[config.mk]
export PLATFORM = sky130hd
export DESIGN_NAME = wdog_keyed
export DESIGN_NICKNAME = d
export VERILOG_FILES = /design/src/rtl/wdog_keyed.sv
export SDC_FILE = /design/constraint.sdc
export NUM_CORES = 1
export LEC_CHECK = 0
export ABC_AREA = 1
export BUFFER_PORTS_ARGS = -buffer_cell sky130_fd_sc_hd__buf_2
export CAP_MARGIN = 20
export CELL_PAD_IN_SITES_DETAIL_PLACEMENT = 0
export CELL_PAD_IN_SITES_GLOBAL_PLACEMENT = 2
export CORE_AREA = 3 3 95 97
export DETAILED_ROUTE_END_ITERATION = 12
export DIE_AREA = 0 0 98 100
export GPL_TIMING_DRIVEN = 0
export PLACE_DENSITY_LB_ADDON = 0.1
export SYNTH_ARGS = -nofsm -noshare
export SYNTH_HDL_FRONTEND = slang
export SYNTH_SLANG_ARGS = --single-unit
[constraint.sdc]
create_clock -name clk -period 3.85 [get_ports clk]
set_input_delay 0.385 -clock clk [delete_from_list [all_inputs] [get_ports clk]]
set_output_delay 0.385 -clock clk [all_outputs]
set_load 0.03 [all_outputs]
[src/rtl/wdog_keyed.sv]
module wdog_keyed #(
  parameter logic [15:0] RELOAD_INIT = 16'hFFFF,
  parameter logic [7:0]  KEY_A       = 8'hAA,
  parameter logic [7:0]  KEY_B       = 8'h55
) (
  input  logic        clk,
  input  logic        rst_n,
  input  logic        wr_en,
  input  logic [1:0]  wr_addr,
  input  logic [7:0]  wr_data,
  input  logic        tick,
  output logic [15:0] wd_count,
  output logic        rst_req
);

  localparam logic [1:0] SEL_CTL = 2'd0;
  localparam logic [1:0] SEL_RLO = 2'd1;
  localparam logic [1:0] SEL_RHI = 2'd2;
  localparam logic [1:0] SEL_KEY = 2'd3;

  logic        dis_q;
  logic        armed_q;
  logic [15:0] rel_q;
  logic [15:0] cnt_q;
  logic        req_q;

  wire key_wr  = wr_en && wr_addr == SEL_KEY;
  wire svc_hit = key_wr && wr_data == KEY_B && armed_q;
  wire step    = !dis_q && tick && !svc_hit;
  wire expire  = step && cnt_q == 16'd0;

  always_ff @(posedge clk or negedge rst_n) begin
    if (!rst_n) begin
      dis_q   <= 1'b1;
      armed_q <= 1'b0;
      rel_q   <= RELOAD_INIT;
      cnt_q   <= RELOAD_INIT;
      req_q   <= 1'b0;
    end else begin
      req_q <= expire;
      if (svc_hit || expire) cnt_q <= rel_q;
      else if (step)         cnt_q <= cnt_q - 16'd1;
      if (key_wr) armed_q <= (wr_data == KEY_A);
      if (wr_en && wr_addr == SEL_CTL) dis_q <= wr_data[0];
      if (wr_en && wr_addr == SEL_RLO) rel_q[7:0]  <= wr_data;
      if (wr_en && wr_addr == SEL_RHI) rel_q[15:8] <= wr_data;
    end
  end

  assign wd_count = cnt_q;
  assign rst_req  = req_q;

  assert_req_cause_R4: assert property (@(posedge clk) disable iff (!rst_n)
    rst_req |-> $past(!dis_q && tick && cnt_q == 16'd0));
  assert_reload_on_req_R4: assert property (@(posedge clk) disable iff (!rst_n)
    rst_req |-> wd_count == $past(rel_q));
  assert_step_down_R3: assert property (@(posedge clk) disable iff (!rst_n)
    (!dis_q && tick && !svc_hit && cnt_q != 16'd0) |=> wd_count == $past(cnt_q) - 16'd1);
  assert_idle_hold_R5: assert property (@(posedge clk) disable iff (!rst_n)
    (dis_q && !svc_hit) |=> (wd_count == $past(cnt_q) && !rst_req));
  assert_service_load_R6: assert property (@(posedge clk) disable iff (!rst_n)
    svc_hit |=> (wd_count == $past(rel_q) && !rst_req));
  assert_stray_clears_R7: assert property (@(posedge clk) disable iff (!rst_n)
    (wr_en && wr_addr == SEL_KEY && wr_data != KEY_A) |=> !armed_q);

endmodule

==> impl_metrics.json <==
{
  "status": "finished clean",
  "cp_max_fo": 7,
  "clock_skew_ns": 0.00407,
  "reg2reg_setup_slack_ns": 2.09,
  "crit_top_cell": "nand2_1",
  "hold_path.class": "input port to async pin",
  "synth-seq-area-share_pct": 40.2,
  "die_area_um2": 9800,
  "placementRows": 33,
  "worstPathArrival_ns": 1.98,
  "cts_resized": 0,
  "die_x_um": 98,
  "syn2layout_area_growth_pct": 17.5,
  "leakagePower_nw": 1.37,
  "ctsHoldBuffers": 0,
  "place_area_um2": 2560,
  "layout_commonest_cell": "nand2_1",
  "path_class": "register to register",
  "critical_path.top_delay_family": "simple AND/OR/NAND/NOR gates",
  "clk-insertion-delay-late_ns": 0.29,
  "crit_required_ns": 4.07,
  "crit_chain": "inv_1, ha_1, nand2_1, nor2_1, nand2_1, nor2_1, nand3_2, nand3_1, nand2_1, nand2_1, nand2_1",
  "startpoint_type": "register",
  "stdcell_area_um2": 2680,
  "synthCells": 325,
  "fin_crit_ns": 1.76,
  "fin_crit_sh_pct": 45.7,
  "fin_cells": 468,
  "num-fill-cells": 933,
  "power_density_nw_per_um2": 712,
  "num_vias": 2063,
  "antenna_left": 0,
  "synth_nets": 340,
  "layout-drive-gt1-share_pct": 26.4,
  "place.detailed.hpwl_um": 5190,
  "post-cts-setup-buffers": 0,
  "clockBufferDepth": 2,
  "io_pins": 31,
  "cts_tree": "built",
  "die_y_um": 100,
  "cp_slowest_cell": "dfstp_2",
  "grt-ovfl-total": 0,
  "clk_pin_slew_ns": 0.07,
  "ir_worst_vdd_mv": 0.128,
  "avgSynthCellArea_um2": 7.03,
  "ys.warnings.count": 0,
  "placed_cells": 460,
  "grt_pass1_vias": 2044,
  "drv_cap": 0,
  "slew_violations": 0,
  "hold_slack_ns": 0.194,
  "ys_types": 26,
  "multi_input_area_um2": 1160,
  "routedWlPerCell_um": 14.3,
  "utilization_pct": 32.6,
  "fin_setup_tns_ns": 0,
  "end_kind": "register",
  "cp_num_buf_inv": 1,
  "htreeDepth": 2,
  "ys_ff_latch": 35,
  "clock_sinks": 35,
  "cts_buffers": 5,
  "hold_viol": 0,
  "grt_max_degree": 36,
  "drtIter0Drc": 67,
  "antenna_found_initial": 0,
  "gp_congestion": 0.747,
  "dr.pass1.iters": 4,
  "rsz0062_at_grt": "no",
  "worstReg2RegEnd": "wd_count[11]$_DFFE_PN1P_",
  "drc": 0,
  "start_util_pct": 27.8,
  "relSlewSlack_pct": 45.0,
  "via_per_inst": 4.41,
  "regArea_um2": 917,
  "max_freq_mhz": 568,
  "grt_usage_pct": 14.3,
  "syn-cell-area_um2": 2280,
  "fin_ws_ns": 2.09,
  "slowest_delay_ns": 0.39,
  "wl_um": 6700,
  "antenna_cells": 0,
  "grt_pass1_wl_um": 11100,
  "tightest_slew_ns": 0.825,
  "p_total_mw": 1.91,
  "setup_viol": 0,
  "cts-root-buf": "clkbuf_8",
  "r2r_start": "wd_count[0]$_DFFE_PN1P_",
  "reg2reg_depth": 11,
  "nNetsFinal": 377,
  "place_ws_ns": 2.02,
  "layout_common_cells": "nand2_1, inv_1, nand3_1, dfstp_2, buf_2",
  "port_buffers": 30,
  "core_area_um2": 8220
}
[worst max-delay path by stage]
stage	startpoint	end	slack, ns	depth (start not counted)
2_1_floorplan	wd_count[0]$_DFFE_PN1P_	wd_count[0]$_DFFE_PN1P_	2.20	10
3_3_place_gp	wr_data[1]	wd_count[13]$_DFFE_PN1P_	2.01	10
3_5_place_dp	wr_data[1]	wd_count[13]$_DFFE_PN1P_	2.02	10
4_1_cts	wd_count[0]$_DFFE_PN1P_	wd_count[11]$_DFFE_PN1P_	2.06	11
5_1_grt	wd_count[0]$_DFFE_PN1P_	wd_count[11]$_DFFE_PN1P_	1.89	11
6_report	wd_count[0]$_DFFE_PN1P_	wd_count[11]$_DFFE_PN1P_	2.09	11
[power by group]
part	switching [mW]	internal (mW)
Clock	0.144	0.210
Combinational	0.601	0.287
Sequential	0.130	0.538
[cell families after synthesis]
kind of cell / share of synthesized area (%)
flops: 40.2
buf+inv: 8.99
simple gates: 41.8
compound gates: 6.25
fa+ha+maj: 0.548
xor+xnor: 2.30
[layer usage]
metal | vias up | GRT usage [%] | part of all wire [%]
met4 | 0 | 3.51 | 0.85
met1 | 938 | 19.9 | 50
met5 | - | 0 | 0
li1 | 1083 | - | -
met3 | 4 | 2.02 | 3.4
met2 | 38 | 23.7 | 46
[synthesized netlist by cell type]
cell type    n  area (µm²)
nor2_4       5        56.3
nand3_2      3        30.0
nand2_1    121         454
clkbuf_1     2        7.51
nand3_4      1        17.5
nor2_1      29         109
o21ai_0     19        95.1
nand2_2      5        31.3
xor2_1       4        35.0
o211ai_1     1        7.51
inv_1       45         169
o31ai_1      1        7.51
nand2_4      1        11.3
dfstp_2     33         867
o21ai_4      2        32.5
xnor2_1      2        17.5
buf_2        2        10.0
dfrtp_1      2        50.1
nand4_1      4        25.0
inv_2        2        7.51
nand4_2      1        12.5
nand3_1     36         180
nor2_8       1        20.0
nor2_2       1        6.26
buf_6        1        11.3
ha_1         1        12.5
[cell type report]
class	instances	area share, %
multi-input combinational	238	43.3
sequential	35	34.2
inverter	47	6.58
timing repair buffer	30	5.60
tap	105	4.90
clock buffer	6	3.08
clock inverter	2	1.31
buffer	5	1.07
[flip-flops by register name, summed over array words and instances (netlist names)]
signal,count
armed_q,1
rel_q,16
wd_count,16
dis_q,1
rst_req,1
Power figures use the tool's default switching activity.
